--- src/rtl/fp_reg_status.sv ---
module fp_reg_status #(
  parameter int NREG = 4,
  parameter int TAGW = 4,
  parameter int DW   = 32,
  parameter int IDXW = $clog2(NREG)
) (
  input  logic            clk,
  input  logic            rst_n,
  input  logic            iss_valid,
  input  logic [IDXW-1:0] iss_dst,
  input  logic [TAGW-1:0] iss_tag,
  input  logic [IDXW-1:0] src_a_idx,
  input  logic [IDXW-1:0] src_b_idx,
  output logic [DW-1:0]   src_a_data,
  output logic [TAGW-1:0] src_a_tag,
  output logic [DW-1:0]   src_b_data,
  output logic [TAGW-1:0] src_b_tag,
  input  logic            bc_valid,
  input  logic [TAGW-1:0] bc_tag,
  input  logic [DW-1:0]   bc_data
);

  logic [NREG-1:0]           busy_q;
  logic [NREG-1:0][TAGW-1:0] tag_q;
  logic [NREG-1:0][DW-1:0]   data_q;
  logic [NREG-1:0]           hit;
  logic [NREG-1:0]           ren;

  for (genvar r = 0; r < NREG; r++) begin : g_reg
    assign hit[r] = bc_valid && busy_q[r] && (tag_q[r] == bc_tag);
    assign ren[r] = iss_valid && (iss_dst == IDXW'(r));

    always_ff @(posedge clk) begin
      if (!rst_n) begin
        busy_q[r] <= 1'b0;
        tag_q[r]  <= '0;
        data_q[r] <= '0;
      end else begin
        if (hit[r]) data_q[r] <= bc_data;
        if (ren[r]) begin
          busy_q[r] <= 1'b1;
          tag_q[r]  <= iss_tag;
        end else if (hit[r]) begin
          busy_q[r] <= 1'b0;
          tag_q[r]  <= '0;
        end
      end
    end
  end

  assign src_a_data = hit[src_a_idx] ? bc_data : data_q[src_a_idx];
  assign src_a_tag  = (busy_q[src_a_idx] && !hit[src_a_idx]) ? tag_q[src_a_idx] : '0;
  assign src_b_data = hit[src_b_idx] ? bc_data : data_q[src_b_idx];
  assign src_b_tag  = (busy_q[src_b_idx] && !hit[src_b_idx]) ? tag_q[src_b_idx] : '0;

endmodule


--- config.mk ---
export PLATFORM = sky130hd
export DESIGN_NAME = fp_reg_status
export DESIGN_NICKNAME = d
export VERILOG_FILES = /design/src/rtl/fp_reg_status.sv
export SDC_FILE = /design/constraint.sdc
export NUM_CORES = 1
export LEC_CHECK = 0
export BUFFER_PORTS_ARGS = -buffer_cell sky130_fd_sc_hd__buf_2
export CORE_MARGIN = 10
export CORE_UTILIZATION = 53
export DETAILED_ROUTE_END_ITERATION = 12
export PLACE_DENSITY = 0.77
export SLEW_MARGIN = 30
export SYNTH_ARGS = -nofsm -noshare
export SYNTH_HDL_FRONTEND = slang
export SYNTH_SLANG_ARGS = --single-unit
--- constraint.sdc ---
create_clock -name clk -period 1.89 [get_ports clk]
set_clock_uncertainty 0.15 [all_clocks]
set_input_delay 0.0945 -clock clk [delete_from_list [all_inputs] [get_ports clk]]
set_output_delay 0.0945 -clock clk [all_outputs]
set_load 0.02 [all_outputs]
==> results of run 1 <==
==> synth_stat cells <==
master,number
a21oi_1,4
nand2_1,277
nand3b_1,5
xnor2_1,4
o221ai_2,60
nor2b_1,4
mux4_2,2
buf_6,6
mux2i_1,138
nor3_2,4
buf_1,9
or2_2,1
nor2_1,83
and2_1,4
a21boi_0,144
clkbuf_1,63
dfxtp_1,148
xor2_1,12
or3b_2,1
a41oi_1,8
and3_1,5
mux2_2,10
inv_1,32
nand3_1,87
and3b_1,1
buf_2,22
a32oi_1,2
nor3b_1,1
o221ai_1,4
==> power by group through the flow <==
stage / registers, W / logic, W / clock network, W
after floorplan: 0.00323 / 0.000477 / 0
after global placement: 0.00323 / 0.000793 / 0
after detailed placement: 0.00323 / 0.000804 / 0
after CTS: 0.00316 / 0.000886 / 0.00314
after global routing: 0.00316 / 0.000944 / 0.00329
final: 0.00316 / 0.000899 / 0.00314
==> registers in the layout (all words and copies together) (netlist names) <==
register,flops
tag_q,16
data_q,128
busy_q,4
==> path summary, 6_finish.rpt <==
| kind | to | slack (ns) | depth (start not counted) |
|---|---|---|---|
| min | tag_q[6]$_SDFFE_PN0P_ | 0.03 | 5 |
| max | src_b_data[4] | -0.98 | 7 |
| max reg2reg | data_q[68]$_SDFFE_PN0P_ | 0.01 | 6 |
| min reg2reg | data_q[30]$_SDFFE_PN0P_ | 0.33 | 2 |
==> cell families (layout without fill, tap and decap cells) <==
| group | after synthesis | after routing | share of synthesized area (%) |
|---|---|---|---|
| mux | 150 | 150 | 16.53 |
| buf+inv | 132 | 305 | 6.101 |
| flops | 148 | 148 | 31.82 |
| xor+xnor | 16 | 16 | 1.505 |
| other cells | 0 | 1 | 0 |
| compound gates | 222 | 222 | 22.82 |
| simple gates | 473 | 473 | 21.23 |
==> metal layers <==
metal	global-route usage (%)	share of wire, %	up-vias
met5	0	0	-
met4	12.90	3.6	0
met3	5.814	6.8	89
met2	44.30	50	402
met1	29.81	39	4425
li1	-	-	4295
==> timing repair <==
action / in CTS / in global routing
endpoints found under the setup margin: 72 / 136
hold buffers: 38 / 0
pin swaps: 5 / 6
hold endpoints to repair: 144 / 0
resized for setup: 80 / 15
setup buffers: 3 / 0
==> layout make-up <==
type | count | area share (%)
multi-input cells | 861 | 52.19
flip-flops and latches | 148 | 23.57
repair buffers | 241 | 16.77
clock buffers | 21 | 3.573
well taps | 225 | 2.233
inverters | 32 | 0.9528
clock inverters | 11 | 0.6848
diodes | 1 | 0.01985
==> critical path, stage by stage, from the launching register on <==
cell and delay (ns):
dfxtp_2 0.33, xor2_1 0.16, nor3_2 0.28, nand2_2 0.13
mux4_4 0.67, buf_12 0.24, o221ai_4 0.18, buf_2 0.20
==> per-stage QoR <==
stage          instance area [sq um]  total power (W)  setup TNS, ns  hold slack (ns)
2_1_floorplan                  10010         0.003705         -8.274          0.08187
3_3_place_gp                   11370         0.004019         -30.19           0.2294
3_5_place_dp                   11370         0.004033         -32.34           0.2382
4_1_cts                        12590         0.007185         -65.20          0.02143
5_1_grt                        12610         0.007394         -68.36          0.07638
6_report                       12610         0.007196         -63.56          0.03170
==> results_dict.tcl, run 1 <==
set metrics [dict create \
    worst_ep_arrival_time_ns 2.62 \
    start_util_pct 54.02 \
    rows 48 \
    grt_max_degree 57 \
    rsz0062_at_grt "true" \
    drc_errors 0 \
    multi_input_area_sq_um 6580 \
    ys_ff_latch 148 \
    drive_above_1_share_pct 25.49 \
    core_sq_um 17240 \
    p_leak_nw 4.760 \
    synth.net_count 1191 \
    min-delay-start "iss_dst[0]" \
    regArea_sq_um 2972 \
    cts_max_level 4 \
    p_clk_share_pct 43.6 \
    power_density_nw_per_um2 570.8 \
    grtUsageTotal_pct 25.91 \
    clk_latency_ns 0.43 \
    p_int_w 0.005340 \
    hp-class "primary input to flop" \
    rr_startpoint "tag_q[9]$_SDFFE_PN0P_" \
    crit_type "flop to primary output" \
    yosysUniqueCellTypes 29 \
    switching_share_pct 25.79 \
    routed_wl_mm 31.06 \
    io_buffers 121 \
    clk_pin_slew_ns 0.06 \
    die_h_um 152.5 \
    finalHoldViolCount 0 \
    synthTopCellsByArea "dfxtp_1 32%, mux2i_1 15%, a21boi_0 12%" \
    dpl.hpwl_mm 20.15 \
    pwr-share-comb_pct 12.5 \
    period_needed_ns 2.869 \
    pre_cts_slack_ns -0.5351 \
    tightest_slew_ns 0.5484 \
    final_common_cell "nand2_1" \
    first_pass_iters 6 \
    post_drt_wl_per_cell_um 20.17 \
    crit_start "tag_q[6]$_SDFFE_PN0P_" \
    clock_path_buffers 2 \
    cts_buffers 17 \
    dp_cells 1469 \
    netlist_area_sq_um 9311 \
    vias 9211 \
    antenna_found_initial 1 \
    violations "negative setup slack" \
    syn_area_per_cell_sq_um 8.161 \
    cp.required_ns 1.65 \
    relSlewSlack_pct 63.44 \
    netlist_instances 1141 \
    worstPathMaxFanout 18 \
    max-cap-violations 0 \
    vdd_drop_max_uv 612.2 \
    fin_nets 1351 \
    cp-end-kind "primary output" \
    synth.top_cell.area_share_pct 31.82 \
    vias_per_cell 5.981 \
    setup_violations 72 \
    yosys_warnings 0 \
    cts_sinks 148 \
    grt_pass1_vias 9592 \
    cts-root-buf "clkbuf_16" \
    cts_tree "yes" \
    die_area_sq_um 23270 \
    chipWidth_um 152.5 \
    fmax_mhz 348.5 \
    pwr-share-seq_pct 43.9 \
    final_util_pct 73.14 \
    syn_to_final_growth_pct 35.39 \
    synth_top_cell_by_area "dfxtp_1" \
    setup_slack_ns -0.9790 \
    synth_seq_area_share_pct 31.82 \
    maxSlewViolCount 0 \
    start_kind "flop" \
    routabilityCongestion 0.8820 \
    io_pins 122 \
    globalRouteOverflowTotal 0 \
    grt_first_pass_wirelength_mm 50.29 \
    finalNonFillerCells 1540 \
    p_switching_w 0.001856 \
    layout_common_cells "274 x nand2_1, 144 x a21boi_0, 141 x dfxtp_1, 138 x mux2i_1, 83 x nor2_1" \
    status "finished with violations" \
    nFillCells 1248 \
    drtAntennaViolNets 0 \
    fin_crit_sh_pct 151.8 \
    drtIter0Drc 662 \
]
(Power assumes the default switching activity.)
==> run 2: changes to the inputs <==
- CORE_MARGIN: 10 -> 4
- SLEW_MARGIN: 30 -> 20
==> results_dict.tcl, run 2 (synthesis gave the netlist of run 1 again) <==
set metrics [dict create \
    routed_wl_mm 30.75 \
    fin_crit_sh_pct 152.7 \
    die_h_um 140.5 \
    drtIter0Drc 790 \
    worst_ep_arrival_time_ns 2.64 \
    largest-register "data_q" \
    io_buffers 121 \
    finalNonFillerCells 1553 \
    status "finished with violations" \
    regArea_sq_um 2974 \
    critPathCapture "src_b_data[22]" \
    crit_start "tag_q[13]$_SDFFE_PN0P_" \
    crit_type "flop to primary output" \
    worstPathMaxFanout 14 \
    drc_errors 0 \
    finalHoldViolCount 0 \
    p_leak_nw 4.853 \
    power_density_nw_per_um2 565.7 \
    vias_per_cell 5.972 \
    nFillCells 1140 \
    worst_hold_slack_ns 0.03213 \
    multi_input_area_sq_um 6726 \
    largest_register_ffs 128 \
    r2r_setup_slack_ns 0.04 \
    syn_to_final_growth_pct 39.76 \
    routabilityCongestion 0.8555 \
    drive_above_1_share_pct 26.85 \
    hp-class "primary input to flop" \
    period_needed_ns 2.886 \
    grt_first_pass_wirelength_mm 49.34 \
    dp_cells 1478 \
    grtUsageTotal_pct 30.77 \
    core_sq_um 17240 \
    final_common_cell "nand2_1" \
    rsz0062_at_grt "true" \
    maxSlewViolCount 0 \
    cts_tree "yes" \
    cts-root-buf "clkbuf_16" \
    layout_common_cells "276 x nand2_1, 142 x a21boi_0, 141 x dfxtp_1, 138 x mux2i_1, 85 x nand3_1" \
    vdd_drop_max_uv 667.5 \
    grt_pass1_vias 9519 \
    dpl.hpwl_mm 19.87 \
    globalRouteOverflowTotal 0 \
    violations "negative setup slack" \
    fmax_mhz 346.5 \
    cts_max_level 4 \
    fin_nets 1363 \
    post_drt_wl_per_cell_um 19.80 \
    setup_slack_ns -0.9962 \
    chipWidth_um 140.5 \
    clock_path_buffers 2 \
    relSlewSlack_pct 68.28 \
    die_area_sq_um 19750 \
    clk_latency_ns 0.43 \
    vias 9274 \
    setup_violations 72 \
    cts_sinks 148 \
    rr_startpoint "tag_q[2]$_SDFFE_PN0P_" \
    cp.required_ns 1.65 \
    drtAntennaViolNets 0 \
    pre_cts_slack_ns -0.6005 \
    rows 48 \
    tightest_slew_ns 0.4757 \
    start_kind "flop" \
    io_pins 122 \
    start_util_pct 54.02 \
    cp-end-kind "primary output" \
    rr_endpoint "data_q[15]$_SDFFE_PN0P_" \
    max-cap-violations 0 \
    antenna_found_initial 2 \
    grt_max_degree 53 \
    first_pass_iters 6 \
    cts_buffers 17 \
    reg2regPathDepth 6 \
    reg_top3 "data_q x128, tag_q x16, busy_q x4" \
    clk_pin_slew_ns 0.06 \
]
run 2: changes by cell type in the layout (fill, tap and decap cells not counted), moves of 4 or more:
cell / previous run / this run
clkinv_2: 8 / 4
buf_6: 30 / 57
buf_2: 76 / 62
nor2_1: 83 / 75
nor2_4: 0 / 7
run 2: report_power, final:
group	leakage, nW	internal [W]	total (W)	switching [W]
Clock	0.276	0.00195	0.00327	0.00132
Sequential	1.20	0.00314	0.00316	0.0000173
Combinational	3.38	0.000390	0.000934	0.000544
run 2: metal layers:
| metal | part of all wire (%) | GRT usage [%] | up-vias |
|---|---|---|---|
| li1 | - | - | 4310 |
| met1 | 41 | 37.39 | 4454 |
| met2 | 49 | 52.12 | 425 |
| met3 | 6.6 | 6.248 | 85 |
| met4 | 3.7 | 14.53 | 0 |
| met5 | 0 | 0 | - |
run 2: worst max-delay path, cell delays in order, from the launching register on:
cell and delay, ns:
dfxtp_1 0.34, xnor2_1 0.22, and3_1 0.24, nand2_2 0.09, mux4_4 0.72, buf_12 0.24, o221ai_4 0.20, buf_6 0.15
run 2: worst min-delay path by stage:
stage	start	endpoint	depth (start not counted)
2_1_floorplan	iss_tag[0]	tag_q[0]$_SDFFE_PN0P_	2
3_3_place_gp	iss_tag[1]	tag_q[13]$_SDFFE_PN0P_	3
3_5_place_dp	bc_data[27]	data_q[59]$_SDFFE_PN0P_	3
4_1_cts	iss_dst[0]	tag_q[6]$_SDFFE_PN0P_	5
5_1_grt	iss_dst[0]	tag_q[2]$_SDFFE_PN0P_	5
6_report	iss_dst[0]	tag_q[7]$_SDFFE_PN0P_	5
run 2: cell type report:
cell class,instances,area share [%]
Timing Repair Buffer,253,17.99
Tap cell,225,2.163
Clock inverter,8,0.5673
Clock buffer,24,3.778
Multi-Input combinational cell,861,51.69
Antenna cell,2,0.03846
Sequential cell,148,22.85
Inverter,32,0.9230
run 2: through the flow:
step                      setup TNS [ns]  power [W]  cell area [sq um]  utilization [%]
final                             -65.41   0.007362              13010            75.50
after global routing              -75.92   0.007570              13010            75.50
after CTS                         -65.88   0.007353              12910            74.91
after detailed placement          -35.69   0.004034              11430            66.30
after global placement            -32.81   0.004022              11430            66.30
after floorplan                   -8.274   0.003705              10010                -
run 2: timing repair:
action / in CTS / in global routing
endpoints found under the hold margin: 144 / 0
setup endpoints to repair: 72 / 80
resized for setup: 139 / 21
hold buffers: 38 / 0
cloned: 0 / 0
setup buffers: 2 / 1
pin swaps: 15 / 11
==> run 3: changes to the inputs <==
--- a/config.mk
+++ b/config.mk
@@ -11,4 +11,5 @@
 export DETAILED_ROUTE_END_ITERATION = 12
 export PLACE_DENSITY = 0.77
+export SETUP_SLACK_MARGIN = 0.15
 export SLEW_MARGIN = 20
 export SYNTH_ARGS = -nofsm -noshare
==> constraint.sdc (replaced) <==
create_clock -name clk -period 1.89 [get_ports clk]
set_clock_uncertainty 0.15 [all_clocks]
set_input_delay 0.378 -clock clk [delete_from_list [all_inputs] [get_ports clk]]
set_output_delay 0.378 -clock clk [all_outputs]
set_load 0.02 [all_outputs]
==> results_dict.tcl, run 3 (synthesis gave the netlist of run 1 again) <==
set metrics [dict create \
    post_drt_wl_per_cell_um 26.52 \
    setup_violations 173 \
    syn_to_final_growth_pct 52.66 \
    drtAntennaViolNets 0 \
    chipWidth_um 140.5 \
    period_needed_ns 3.427 \
    cts_buffers 17 \
    globalRouteOverflowTotal 0 \
    grtUsageTotal_pct 32.03 \
    max-cap-violations 0 \
    relSlewSlack_pct 46.44 \
    cts_sinks 148 \
    fin_nets 1380 \
    dp_cells 1489 \
    met3_usage_pct 5.838 \
    io_buffers 121 \
    die_area_sq_um 19750 \
    clk_latency_ns 0.44 \
    cts_tree "yes" \
    fin_crit_sh_pct 181.3 \
    reg_top3 "data_q x128, tag_q x16, busy_q x4" \
    clk_pin_slew_ns 0.06 \
    vias_per_cell 6.742 \
    vdd_drop_max_uv 677.2 \
    nFillCells 831 \
    io_pins 122 \
    core_sq_um 17240 \
    grtUsageMet2_pct 53.25 \
    start_util_pct 54.02 \
    fin_total_pwr_w 0.007632 \
    final_common_cell "nand2_1" \
    largest-register "data_q" \
    hp-class "primary input to flop" \
    power_density_nw_per_um2 536.9 \
    routabilityCongestion 0.9054 \
    finalNonFillerCells 1569 \
    vias 10580 \
    first_pass_iters 6 \
    dpl.hpwl_mm 19.71 \
    largest_register_ffs 128 \
    cp.required_ns 1.36 \
    drive_above_1_share_pct 42.81 \
    finalHoldViolCount 0 \
    fin_setup_tns_ns -129.48 \
    start_kind "flop" \
    cts-root-buf "clkbuf_16" \
    use_met1_pct 39.71 \
    crit_type "flop to primary output" \
    cts_max_level 4 \
    status "finished with violations" \
    violations "negative setup slack" \
    grt_pass1_vias 9552 \
    grt_max_degree 81 \
    maxSlewViolCount 0 \
    p_leak_nw 5.678 \
    rsz0062_at_grt "true" \
    fmax_mhz 291.8 \
    grt_first_pass_wirelength_mm 50.81 \
    antenna_found_initial 2 \
    die_h_um 140.5 \
    cp-end-kind "primary output" \
    routed_wl_mm 41.60 \
    drtIter0Drc 1514 \
    setup_slack_ns -1.537 \
    rows 48 \
    tightest_slew_ns 0.7811 \
    cts-hold-fix-buffers 0 \
    grt-busiest-layer "met2" \
    worst_ep_arrival_time_ns 2.90 \
    worstPathMaxFanout 15 \
    drc_errors 0 \
    clock_path_buffers 2 \
    layout_common_cells "190 x nand2_1, 139 x dfxtp_1, 138 x mux2i_1, 89 x buf_4, 75 x nor2_1" \
]
## run 3: cell count changes in the layout (fill, tap and decap cells not counted), moves of 28 or more
cell	previous run	this run
nand3_2	0	28
a21boi_2	0	45
a21boi_0	142	32
a21boi_1	2	67
nand2_4	0	49
dlygate4sd3_1	38	0
nand2_1	276	190
nand3_1	85	57
nand2_2	1	38
## run 3: power breakdown
part,leakage [nW],switching [W],internal [W]
registers,1.20,0.0000186,0.00314
clock network,0.277,0.00147,0.00195
logic,4.20,0.000642,0.000409
## run 3: worst max-delay path: stages (launching register included)
cell      delay (ns)
dfxtp_2         0.33
xor2_1          0.18
nor3_2          0.36
buf_4           0.18
buf_6           0.08
buf_6           0.09
nand3_1         0.19
buf_4           0.28
nand3_1         0.33
o221ai_4        0.23
buf_6           0.20
## run 3: metrics by stage
stage / setup WS, ns / hold WS (ns) / cell area [sq um] / util [%]
after floorplan: -0.4660 / 0.3052 / 10110 / -
after global placement: -1.044 / 0.3113 / 11640 / 67.56
after detailed placement: -1.083 / 0.3212 / 11640 / 67.56
after CTS: -1.290 / 0.06368 / 13130 / 76.15
after global routing: -1.559 / 0.07131 / 14210 / 82.47
final: -1.537 / 0.06555 / 14210 / 82.47
## run 3: per-layer routing
| layer | share of wire (%) | up-vias |
|---|---|---|
| met5 | 0.024 | - |
| met4 | 8.1 | 2 |
| met3 | 11 | 314 |
| met2 | 45 | 908 |
| met1 | 35 | 4997 |
| li1 | - | 4357 |
## run 3: worst paths after layout
check / start / to / slack [ns] / depth (start not counted)
max: tag_q[8]$_SDFFE_PN0P_ / src_a_data[31] / -1.54 / 10
max reg2reg: tag_q[6]$_SDFFE_PN0P_ / data_q[36]$_SDFFE_PN0P_ / -0.60 / 15
min reg2reg: data_q[108]$_SDFFE_PN0P_ / data_q[108]$_SDFFE_PN0P_ / 0.32 / 2
min: iss_tag[2] / tag_q[6]$_SDFFE_PN0P_ / 0.07 / 3
## run 3: cell type report
class	count	area (sq um)	share of cell area, %
inverters	32	120.1	0.8450
clock inverters	11	101.3	0.7130
repair buffers	270	2790	19.63
clock buffers	21	480.5	3.380
diodes	1	2.502	0.01760
multi-input cells	861	7462	52.50
flip-flops and latches	148	2977	20.94
well taps	225	281.5	1.980
## run 3: what timing repair did
item                       CTS  global route
hold endpoints to repair     0             0
setup endpoints to repair  208           210
gates resized for setup    222           267
cloned                       7            12
pin swaps                   29           117
buffers inserted            22             6
